## src/rtl/spi_fb_pkg.sv

```systemverilog
package spi_fb_pkg;
  typedef enum logic [3:0] {
    ST_CMD, ST_AHI, ST_ALO, ST_WR, ST_RD, ST_RNX, ST_VER, ST_ARG, ST_IGN
  } st_e;

  typedef enum logic [2:0] {K_WR, K_RD, K_SP, K_TK, K_PW} kind_e;

  localparam logic [7:0] OP_WRITE    = 8'h02;
  localparam logic [7:0] OP_READ     = 8'h03;
  localparam logic [7:0] OP_READNEXT = 8'h04;
  localparam logic [7:0] OP_LOC      = 8'h06;
  localparam logic [7:0] OP_SETPTR   = 8'h07;
  localparam logic [7:0] OP_VER      = 8'h08;
  localparam logic [7:0] OP_TAKE     = 8'h09;
  localparam logic [7:0] OP_POWER    = 8'h0B;
endpackage

```

## src/rtl/spi_fb_sync.sv

```systemverilog
module spi_fb_sync #(
  parameter int          W       = 3,
  parameter logic [W-1:0] RST_VAL = '0
) (
  input  logic         clk_i,
  input  logic         rst_ni,
  input  logic [W-1:0] d_i,
  output logic [W-1:0] q_o
);
  for (genvar i = 0; i < W; i++) begin : g_bit
    logic s1_q, s2_q;
    always_ff @(posedge clk_i or negedge rst_ni) begin
      if (!rst_ni) begin
        s1_q <= RST_VAL[i];
        s2_q <= RST_VAL[i];
      end else begin
        s1_q <= d_i[i];
        s2_q <= s1_q;
      end
    end
    assign q_o[i] = s2_q;
  end
endmodule

```

## src/rtl/spi_fb_shift.sv

```systemverilog
module spi_fb_shift (
  input  logic       clk_i,
  input  logic       rst_ni,
  input  logic       cs_act_i,
  input  logic       sclk_i,
  input  logic       mosi_i,
  input  logic [7:0] tx_load_i,
  output logic       byte_done_o,
  output logic [7:0] rx_byte_o,
  output logic       miso_o
);
  logic       sclk_q;
  logic [2:0] bit_cnt_q;
  logic [7:0] rx_sr_q, tx_sr_q;
  logic       rise, fall;

  assign rise   = sclk_i & ~sclk_q;
  assign fall   = ~sclk_i & sclk_q;
  assign miso_o = tx_sr_q[7];

  always_ff @(posedge clk_i or negedge rst_ni) begin
    if (!rst_ni) begin
      sclk_q      <= 1'b0;
      bit_cnt_q   <= '0;
      rx_sr_q     <= '0;
      tx_sr_q     <= '0;
      byte_done_o <= 1'b0;
      rx_byte_o   <= '0;
    end else begin
      sclk_q      <= sclk_i;
      byte_done_o <= 1'b0;
      if (!cs_act_i) begin
        bit_cnt_q <= '0;
        rx_sr_q   <= '0;
        tx_sr_q   <= '0;
      end else begin
        if (rise) begin
          rx_sr_q   <= {rx_sr_q[6:0], mosi_i};
          bit_cnt_q <= bit_cnt_q + 3'd1;
          if (bit_cnt_q == 3'd7) begin
            byte_done_o <= 1'b1;
            rx_byte_o   <= {rx_sr_q[6:0], mosi_i};
          end
        end
        // load the next response byte on the fall that closes a byte
        if (fall) begin
          if (bit_cnt_q == 3'd0) tx_sr_q <= tx_load_i;
          else                   tx_sr_q <= {tx_sr_q[6:0], 1'b0};
        end
      end
    end
  end
endmodule

```

## src/rtl/spi_fb_cmd.sv

```systemverilog
module spi_fb_cmd
  import spi_fb_pkg::*;
#(
  parameter int          ADDR_W      = 9,
  parameter logic [2:0]  SLOT_ID     = 3'd1,
  parameter logic        SLOT_IS_OUT = 1'b0,
  parameter logic [7:0]  PROTO_VER   = 8'd1,
  parameter logic [15:0] FW_VER      = 16'd1,
  parameter logic [7:0]  HW_REV      = 8'd0
) (
  input  logic              clk_i,
  input  logic              rst_ni,
  input  logic              cs_act_i,
  input  logic              byte_done_i,
  input  logic [7:0]        rx_byte_i,
  output logic [7:0]        tx_next_o,
  output logic [ADDR_W-1:0] mem_addr_o,
  output logic [7:0]        mem_wdata_o,
  output logic              mem_we_o,
  input  logic [7:0]        mem_rdata_i,
  output logic              tk_req_o,
  output logic [7:0]        tk_chan_o,
  input  logic [7:0]        tk_result_i,
  output logic              bus_a_o,
  output logic              bus_b_o
);
  localparam logic [7:0] LOC_BYTE = {4'b0000, SLOT_ID, SLOT_IS_OUT};
  localparam logic [ADDR_W-1:0] ONE = ADDR_W'(1);

  st_e               st_q;
  kind_e             kind_q;
  logic [7:0]        ahi_q;
  logic [ADDR_W-1:0] addr_q, ptr_q;
  logic [1:0]        ver_idx_q;
  logic              rd_p1_q, rd_p2_q;
  logic [15:0]       a_full;
  logic [ADDR_W-1:0] a_new;

  assign a_full = {ahi_q, rx_byte_i};
  assign a_new  = a_full[ADDR_W-1:0];

  always_ff @(posedge clk_i or negedge rst_ni) begin
    if (!rst_ni) begin
      st_q        <= ST_CMD;
      kind_q      <= K_WR;
      ahi_q       <= '0;
      addr_q      <= '0;
      ptr_q       <= '0;
      ver_idx_q   <= '0;
      rd_p1_q     <= 1'b0;
      rd_p2_q     <= 1'b0;
      tx_next_o   <= '0;
      mem_addr_o  <= '0;
      mem_wdata_o <= '0;
      mem_we_o    <= 1'b0;
      tk_req_o    <= 1'b0;
      tk_chan_o   <= '0;
      bus_a_o     <= 1'b0;
      bus_b_o     <= 1'b0;
    end else begin
      mem_we_o <= 1'b0;
      tk_req_o <= 1'b0;
      rd_p1_q  <= 1'b0;
      rd_p2_q  <= rd_p1_q;
      if (rd_p2_q)  tx_next_o <= mem_rdata_i;
      if (tk_req_o) tx_next_o <= tk_result_i;
      if (!cs_act_i) begin
        st_q      <= ST_CMD;
        tx_next_o <= '0;
        ver_idx_q <= '0;
        rd_p1_q   <= 1'b0;
        rd_p2_q   <= 1'b0;
      end else if (byte_done_i) begin
        tx_next_o <= '0;
        unique case (st_q)
          ST_CMD: begin
            unique case (rx_byte_i)
              OP_WRITE:  begin kind_q <= K_WR; st_q <= ST_AHI; end
              OP_READ:   begin kind_q <= K_RD; st_q <= ST_AHI; end
              OP_SETPTR: begin kind_q <= K_SP; st_q <= ST_AHI; end
              OP_TAKE:   begin kind_q <= K_TK; st_q <= ST_ARG; end
              OP_POWER:  begin kind_q <= K_PW; st_q <= ST_ARG; end
              OP_READNEXT: begin
                mem_addr_o <= ptr_q;
                rd_p1_q    <= 1'b1;
                st_q       <= ST_RNX;
              end
              OP_LOC: begin
                tx_next_o <= LOC_BYTE;
                st_q      <= ST_IGN;
              end
              OP_VER: begin
                tx_next_o <= PROTO_VER;
                ver_idx_q <= 2'd1;
                st_q      <= ST_VER;
              end
              default: st_q <= ST_IGN;
            endcase
          end
          ST_AHI: begin
            ahi_q <= rx_byte_i;
            st_q  <= ST_ALO;
          end
          ST_ALO: begin
            unique case (kind_q)
              K_WR: begin addr_q <= a_new; st_q <= ST_WR; end
              K_RD: begin
                addr_q     <= a_new;
                mem_addr_o <= a_new;
                rd_p1_q    <= 1'b1;
                st_q       <= ST_RD;
              end
              default: begin ptr_q <= a_new; st_q <= ST_IGN; end
            endcase
          end
          ST_WR: begin
            mem_addr_o  <= addr_q;
            mem_wdata_o <= rx_byte_i;
            mem_we_o    <= 1'b1;
            addr_q      <= addr_q + ONE;
          end
          ST_RD: begin
            addr_q     <= addr_q + ONE;
            mem_addr_o <= addr_q + ONE;
            rd_p1_q    <= 1'b1;
          end
          ST_RNX: begin
            ptr_q      <= ptr_q + ONE;
            mem_addr_o <= ptr_q + ONE;
            rd_p1_q    <= 1'b1;
          end
          ST_VER: begin
            unique case (ver_idx_q)
              2'd1:    tx_next_o <= FW_VER[15:8];
              2'd2:    tx_next_o <= FW_VER[7:0];
              default: tx_next_o <= HW_REV;
            endcase
            ver_idx_q <= ver_idx_q + 2'd1;
            if (ver_idx_q == 2'd3) st_q <= ST_IGN;
          end
          ST_ARG: begin
            if (kind_q == K_TK) begin
              tk_req_o  <= 1'b1;
              tk_chan_o <= rx_byte_i;
            end else if (rx_byte_i[0]) begin
              bus_b_o <= rx_byte_i[1];
            end else begin
              bus_a_o <= rx_byte_i[1];
            end
            st_q <= ST_IGN;
          end
          default: st_q <= ST_IGN;
        endcase
      end
    end
  end
endmodule

```

## src/rtl/spi_fb_engine.sv

```systemverilog
module spi_fb_engine #(
  parameter int          ADDR_W      = 9,
  parameter logic [2:0]  SLOT_ID     = 3'd1,
  parameter logic        SLOT_IS_OUT = 1'b0,
  parameter logic [7:0]  PROTO_VER   = 8'd1,
  parameter logic [15:0] FW_VER      = 16'd1,
  parameter logic [7:0]  HW_REV      = 8'd0
) (
  input  logic              clk_i,
  input  logic              rst_ni,
  input  logic              sclk_i,
  input  logic              cs_ni,
  input  logic              mosi_i,
  output logic              miso_o,
  output logic [ADDR_W-1:0] mem_addr_o,
  output logic [7:0]        mem_wdata_o,
  output logic              mem_we_o,
  input  logic [7:0]        mem_rdata_i,
  output logic              takeover_req_o,
  output logic [7:0]        takeover_chan_o,
  input  logic [7:0]        takeover_result_i,
  output logic              bus_a_on_o,
  output logic              bus_b_on_o
);
  logic [2:0] sync_q;
  logic       cs_act, byte_done;
  logic [7:0] rx_byte, tx_next;

  spi_fb_sync #(.W(3), .RST_VAL(3'b010)) u_sync (
    .clk_i (clk_i),
    .rst_ni(rst_ni),
    .d_i   ({mosi_i, cs_ni, sclk_i}),
    .q_o   (sync_q)
  );

  assign cs_act = ~sync_q[1];

  spi_fb_shift u_shift (
    .clk_i      (clk_i),
    .rst_ni     (rst_ni),
    .cs_act_i   (cs_act),
    .sclk_i     (sync_q[0]),
    .mosi_i     (sync_q[2]),
    .tx_load_i  (tx_next),
    .byte_done_o(byte_done),
    .rx_byte_o  (rx_byte),
    .miso_o     (miso_o)
  );

  spi_fb_cmd #(
    .ADDR_W(ADDR_W), .SLOT_ID(SLOT_ID), .SLOT_IS_OUT(SLOT_IS_OUT),
    .PROTO_VER(PROTO_VER), .FW_VER(FW_VER), .HW_REV(HW_REV)
  ) u_cmd (
    .clk_i      (clk_i),
    .rst_ni     (rst_ni),
    .cs_act_i   (cs_act),
    .byte_done_i(byte_done),
    .rx_byte_i  (rx_byte),
    .tx_next_o  (tx_next),
    .mem_addr_o (mem_addr_o),
    .mem_wdata_o(mem_wdata_o),
    .mem_we_o   (mem_we_o),
    .mem_rdata_i(mem_rdata_i),
    .tk_req_o   (takeover_req_o),
    .tk_chan_o  (takeover_chan_o),
    .tk_result_i(takeover_result_i),
    .bus_a_o    (bus_a_on_o),
    .bus_b_o    (bus_b_on_o)
  );
endmodule

```

## config.mk

```make
export PLATFORM = sky130hd
export DESIGN_NAME = spi_fb_engine
export DESIGN_NICKNAME = d
export VERILOG_FILES = /design/src/rtl/spi_fb_pkg.sv /design/src/rtl/spi_fb_sync.sv /design/src/rtl/spi_fb_shift.sv /design/src/rtl/spi_fb_cmd.sv /design/src/rtl/spi_fb_engine.sv
export SDC_FILE = /design/constraint.sdc
export NUM_CORES = 1
export LEC_CHECK = 0
export BUFFER_PORTS_ARGS = -buffer_cell sky130_fd_sc_hd__buf_4
export CAP_MARGIN = 15
export CORE_UTILIZATION = 30
export DETAILED_ROUTE_END_ITERATION = 8
export PLACE_DENSITY_LB_ADDON = 0.3
export SETUP_SLACK_MARGIN = 0.4
export SLEW_MARGIN = 20
export SYNTH_ARGS = -nofsm -noshare
export SYNTH_HDL_FRONTEND = slang
export SYNTH_SLANG_ARGS = --single-unit
```

## constraint.sdc

```tcl
create_clock -name clk_i -period 5.3 [get_ports clk_i]
set_input_delay 0 -clock clk_i [delete_from_list [all_inputs] [get_ports clk_i]]
set_output_delay 0 -clock clk_i [all_outputs]
set_load 0.05 [all_outputs]
```

Word level (Yosys, flattened, before mapping)
Index checks and enable logic that the tools add are counted.
{ "totals": {"ff_bits": 101, "latchBits": 0, "ram_bits": 0, "rom_bits": 0, "n_memories": 0} }
{ "classes": {"n_addsub": 4, "multipliers": 0, "div_mod_pow": 0, "magnitude_cmp": 0, "n_eq_ne": 27, "shifts": 0, "muxes": 48, "bitwise": 7, "reduce_logical": 30} }
{ "ops": {"columns": ["cell", "n"], "rows": [
  ["8-bit two-way mux", 7],
  ["9-bit one-hot mux with 5 select lines", 1],
  ["9-bit two-way mux", 4],
  ["9-bit one-hot mux with 2 select lines", 2],
  ["8-bit by 3-bit equality test with 1-bit output, second input constant", 3],
  ["8-bit by 4-bit equality test with 1-bit output, second input constant", 3],
  ["4-bit one-hot mux with 5 select lines", 1],
  ["9-bit by 1-bit adder with 9-bit output, second input constant", 2],
  ["4-bit by 3-bit equality test with 1-bit output, second input constant", 4],
  ["8-bit by 2-bit equality test with 1-bit output, second input constant", 2],
  ["1-bit two-way mux", 16],
  ["4-bit one-hot mux with 4 select lines", 1],
  ["8-bit one-hot mux with 2 select lines", 1],
  ["4-bit AND reduction", 4],
  ["3-bit one-hot mux with 5 select lines", 1],
  ["3-bit AND reduction", 5],
  ["5-bit AND reduction", 3],
  ["7-bit two-way mux", 2],
  ["4-bit two-way mux", 3],
  ["2-bit nonzero test", 5],
  ["5-bit nonzero test", 2],
  ["4-bit by 2-bit equality test with 1-bit output, second input constant", 2],
  ["2-bit one-hot mux with 2 select lines", 2],
  ["4-bit one-hot mux with 2 select lines", 1],
  ["other kinds (21)", 39]
]} }

Longest topological paths before layout
{ "depth": {"word_depth": 6, "depth_mapped": 7, "depth_no_buf": 6} }

Hierarchy
From an unflattened synthesis, not the netlist that was laid out.
{ "unflattened": {"cells_unflattened": 552, "hier_area_um2": 5506.5} }
{ "modules_own_cells": {"columns": ["module", "instances", "cells_per_inst", "area_per_inst_um2", "seq_area_each_um2"], "rows": [
  ["spi_fb_cmd", 1, 444, 4077.7, 1676.6],
  ["spi_fb_shift", 1, 98, 1249.9, 700.7],
  ["spi_fb_sync", 1, 9, 175.2, 152.6],
  ["spi_fb_engine", 1, 1, 3.8, 0.0]
]} }

Worst setup path after synthesis
No wires, ideal clock.
{ "synth_timing": {"path_type": "register to register", "from": "register u_cmd.st_q[2]", "to": "register u_cmd.mem_addr_o[4]", "setup_time_ns": 0.135, "t_arrival_ns": 1.693, "slack_ns": 3.472, "path_stages_with_launch": 7, "path_cell_list": "dfrtp_1 > or4b_2 > nand3_1 > o2111ai_4 > buf_6 > nand2_1 > o31ai_1"} }
{ "synth_via": {"elab_chain_len": 3, "elab_cells_between_ends": 10} }
{ "synth_rtl": {"columns": ["element", "line", "text"], "rows": [
  ["start, declared", "spi_fb_cmd.sv:30", "st_e st_q;"],
  ["start signal, assigned", "spi_fb_cmd.sv:44", "st_q <= ST_CMD;"],
  ["start signal, assigned", "spi_fb_cmd.sv:68", "st_q <= ST_CMD;"],
  ["start signal, assigned", "spi_fb_cmd.sv:78", "OP_WRITE: begin kind_q <= K_WR; st_q <= ST_AHI; end"],
  ["4-bit by 2-bit equality test with 1-bit output (tied with other cells)", "spi_fb_cmd.sv:75", "unique case (st_q)"],
  ["5-bit nonzero test (no source line) / 2-bit by 1-bit inequality test with 1-bit output (equally long branches)", null, null],
  ["5-bit AND reduction (no source line)", null, null],
  ["end signal, assigned", "spi_fb_cmd.sv:84", "mem_addr_o <= ptr_q;"],
  ["end signal, assigned", "spi_fb_cmd.sv:109", "mem_addr_o <= a_new;"],
  ["end signal, assigned", "spi_fb_cmd.sv:117", "mem_addr_o <= addr_q;"],
  ["end, declared", "spi_fb_cmd.sv:17", "output logic [ADDR_W-1:0] mem_addr_o,"]
]} }
Parallel ways exist; a longest one is shown, timed or not.
A chain may end at the register's enable or synchronous reset.

Worst setup path in the final report
{ "layout_timing": {"from": "register u_cmd.st_q[0]", "to": "register u_cmd.mem_addr_o[7]"} }
Same word-level chain as after synthesis.

==> results.txt <==
----------------------------------------------------
[Synthesis]
  Count of flip-flops with a built-in enable after synthesis ... 0
  Fraction of registers with async set/reset ... 100.0%
  Most area-consuming cells after synthesis ... sky130_fd_sc_hd__dfrtp_1 (46%), sky130_fd_sc_hd__mux2_2 (5.4%), sky130_fd_sc_hd__a21oi_1 (5.1%)
  Post-synthesis instance area ... 5388 um^2
  Share of synthesized area occupied by flip-flops and latches ... 46.96%
  Cell count after synthesis ... 559
  Prevailing post-synth register cell ... sky130_fd_sc_hd__dfrtp_1
  Area share of the largest cell type after synthesis ... 45.98%
  Cell type contributing the most total cell area after synthesis ... sky130_fd_sc_hd__dfrtp_1
  Synthesized netlist net count ... 587
  Cell variety after synth ... 67
  Total of warnings raised by yosys ... 0
  Number of register bits inferred by synthesis ... 101
  Synthesized area per cell ... 9.638 um^2

[Placement]
  Post-detailed-placement half-perimeter wirelength ... 9358 um
  Placer congestion estimate ... 0.8720
  Total of buffers placed on input and output ports ... 50

[Die]
  Effective utilization at floorplan ... 30.93%
  Io pins ... 51
  Count of standard-cell rows ... 48
  Die width ... 136.0 um
  Total core area ... 17420 um^2
  Die area ... 18500 um^2
  Die height ... 136.0 um

[Global route]
  Largest net degree at the start of global routing ... 52
  Total routing usage reported by global routing ... 15.38%
  Antenna violations before repair ... 0
  Via count of the first global-routing pass ... 4257
  First-pass GRT wire length ... 22190 um
  Global route overflow ... 0

[STA]
  Max-slew violation total from the final report ... 0
  Setup TNS ... 0 ns
  Number of failing setup endpoints in the final timing report ... 0
  Largest clock skew in the final design ... 0.008847 ns
  FMAX ... 351.5 MHz
  Total count of hold-check failures in the final report ... 0
  Final critical-path share of the clock period ... 53.68%
  Min cycle time layout ... 2.845 ns
  Setup repair after global routing missed its margin ... no
  Worst slew margin relative to its limit ... 37.52%
  Hold_ws ... 0.02349 ns
  Worst-Margin Slew ... 0.9372 ns

[Layout]
  Number of filler cells placed in the layout ... 1781
  Diode insertion count for antenna repair ... 0
  Share of cells above drive strength 1 ... 18.64%
  NumNets Final ... 624
  Synth-to-Final Area Change ... 17.02%
  Area of the multi-input gates ... 2648 um^2
  Commonest non-fill, non-tap cells in the layout ... sky130_fd_sc_hd__dfrtp_1 (99), sky130_fd_sc_hd__nand2_1 (57), sky130_fd_sc_hd__a21oi_1 (55)
  Most common cell after layout, fill and taps aside ... sky130_fd_sc_hd__dfrtp_1
  Seq. cell area ... 2530 um^2

[Power and ir drop]
  Power density over the cells ... 240.8 nW/um^2
  Leakage power ... 0.002676 uW
  Peak supply drop ... 168.7 uV

[Worst setup path]
  Category of the most critical setup path ... reg2reg
  Data arrival at the endpoint of the critical path ... 3.10 ns
  Required arrival time at the worst endpoint ... 5.56 ns
  Critical path fanouts, max ... 26
  Element type at the critical path start ... register
  Category of the worst setup path capture point ... register

[Routing]
  Detailed-router iteration count before antenna repair ... 5
  Antenna viol nets, final ... 0
  Post-DR vias/cell ... 5.217
  Routed length per instance ... 16.15 um
  Initial detailed-routing violation count ... 236
  Total length of routed wires ... 13340 um
  # DRC ... 0
  Total via count in the routed design ... 4309

[Clock tree]
  Postcts setup bufs ... 0
  CTS tree ... yes
  Cts repair resizes ... 0
  Worst-Skew Late Latency ... 0.35 ns
  Htree depth ... 3
  Maximum clock insertion buffer count ... 2
  CTS root buffer ... sky130_fd_sc_hd__clkbuf_16
  Hold-fix buffer count after cts ... 10
  Clock buffer count from CTS ... 9
  Count of clock tree sinks ... 101
  Reg clk slew, reported paths ... 0.07 ns

[Job]
  Count of max-cap constraint violations ... 0

[Run status]
  Run status ... finished, final reports clean

[Hold path]
  HP Class ... in2reg

----------------------------------------------------
-- Yosys cell counts (all sizes together) (5+ instances only) --
| master | instances |
|---|---|
| o21ai | 37 |
| nand3 | 15 |
| o22ai | 9 |
| ha | 7 |
| nand2 | 57 |
| o2bb2ai | 5 |
| nor2 | 49 |
| nor3 | 8 |
| a21oi | 55 |
| or3 | 6 |
| buf | 11 |
| mux2 | 27 |
| nor4 | 6 |
| clkbuf | 25 |
| dfrtp | 99 |
| nor2b | 12 |
| xnor2 | 9 |
| mux2i | 23 |
| inv | 12 |
| nand2b | 10 |
-- path summary, 6_finish.rpt --
kind / cells past startpoint / from / endpoint / slack (ns)
worst max-delay path: 5 / u_cmd.st_q[0] / u_cmd.mem_addr_o[7] / 2.45
worst min-delay path: 5 / mem_rdata_i[3] / u_cmd.tx_next_o[3] / 0.02
worst max register to register: 5 / u_cmd.st_q[0] / u_cmd.mem_addr_o[7] / 2.45
worst min register to register: 0 / u_sync.g_bit[0].s1_q / u_sync.g_bit[0].s2_q / 0.35
max in group asynchronous: 3 / rst_ni / u_shift.rx_sr_q[2] / 4.00
min in group asynchronous: 2 / rst_ni / u_cmd.mem_addr_o[8] / 0.21
-- critical path, stage by stage (launching register included) --
cell                        delay [ns]
sky130_fd_sc_hd__dfrtp_1          0.96
sky130_fd_sc_hd__nand4bb_1        0.76
sky130_fd_sc_hd__nor4_1           0.56
sky130_fd_sc_hd__or3_1            0.16
sky130_fd_sc_hd__a211oi_1         0.04
sky130_fd_sc_hd__o31ai_1          0.26
-- layout make-up --
cell class,count,area share [%]
Timing Repair Buffer,62,7.779
Sequential cell,101,40.13
Inverter,12,0.7144
Tap cell,225,4.465
Clock buffer,10,3.790
Clock inverter,6,1.131
Multi-Input combinational cell,410,41.99
-- logic make-up after synthesis --
kind of cell / share of synthesized area, %
buf+inv: 3.948
flops: 46.96
simple gates: 17.02
fa+ha+maj: 1.626
xor+xnor: 2.113
mux: 9.916
compound gates: 18.42
-- registers in the layout (all words and copies together) (netlist names), 2 cells and up --
| name | flops |
|---|---|
| u_cmd.ver_idx_q | 2 |
| u_shift.rx_byte_o | 8 |
| u_cmd.mem_wdata_o | 8 |
| u_sync.g_bit.s1_q | 3 |
| u_cmd.st_q | 4 |
| u_shift.rx_sr_q | 7 |
| u_cmd.tk_chan_o | 8 |
| u_cmd.ptr_q | 9 |
| u_cmd.kind_q | 3 |
| u_cmd.tx_next_o | 8 |
| u_cmd.mem_addr_o | 9 |
| u_cmd.addr_q | 9 |
| u_shift.tx_sr_q | 8 |
| u_sync.g_bit.s2_q | 3 |
| u_shift.bit_cnt_q | 3 |
-- layer usage --
layer | up-vias | global-route usage (%) | share of wire, %
li1 | 2086 | - | -
met1 | 2110 | 21.20 | 48
met2 | 102 | 24.03 | 47
met3 | 11 | 3.132 | 4.4
met4 | 0 | 4.877 | 1.2
met5 | - | 0 | 0
-- where the power goes --
part	total, uW	leakage, uW	internal, uW	switching (uW)
Sequential	782	0.00139	777	5.33
Clock	683	0.000151	383	300
Combinational	53.3	0.00114	22.4	30.8
-- metrics by stage --
step           total power, uW  util (%)  instance area [um^2]  setup slack [ns]  cells
3_3_place_gp             844.3     33.83                  5892             2.635    800
5_1_grt                   1578     36.20                  6305             2.245    826
6_report                  1518     36.20                  6305             2.455    826
2_1_floorplan            813.1         -                  5388             3.472    559
4_1_cts                   1545     36.19                  6302             2.477    826
3_5_place_dp             846.2     33.83                  5892             2.497    800
Note: power is estimated with default switching activity, not from simulation.
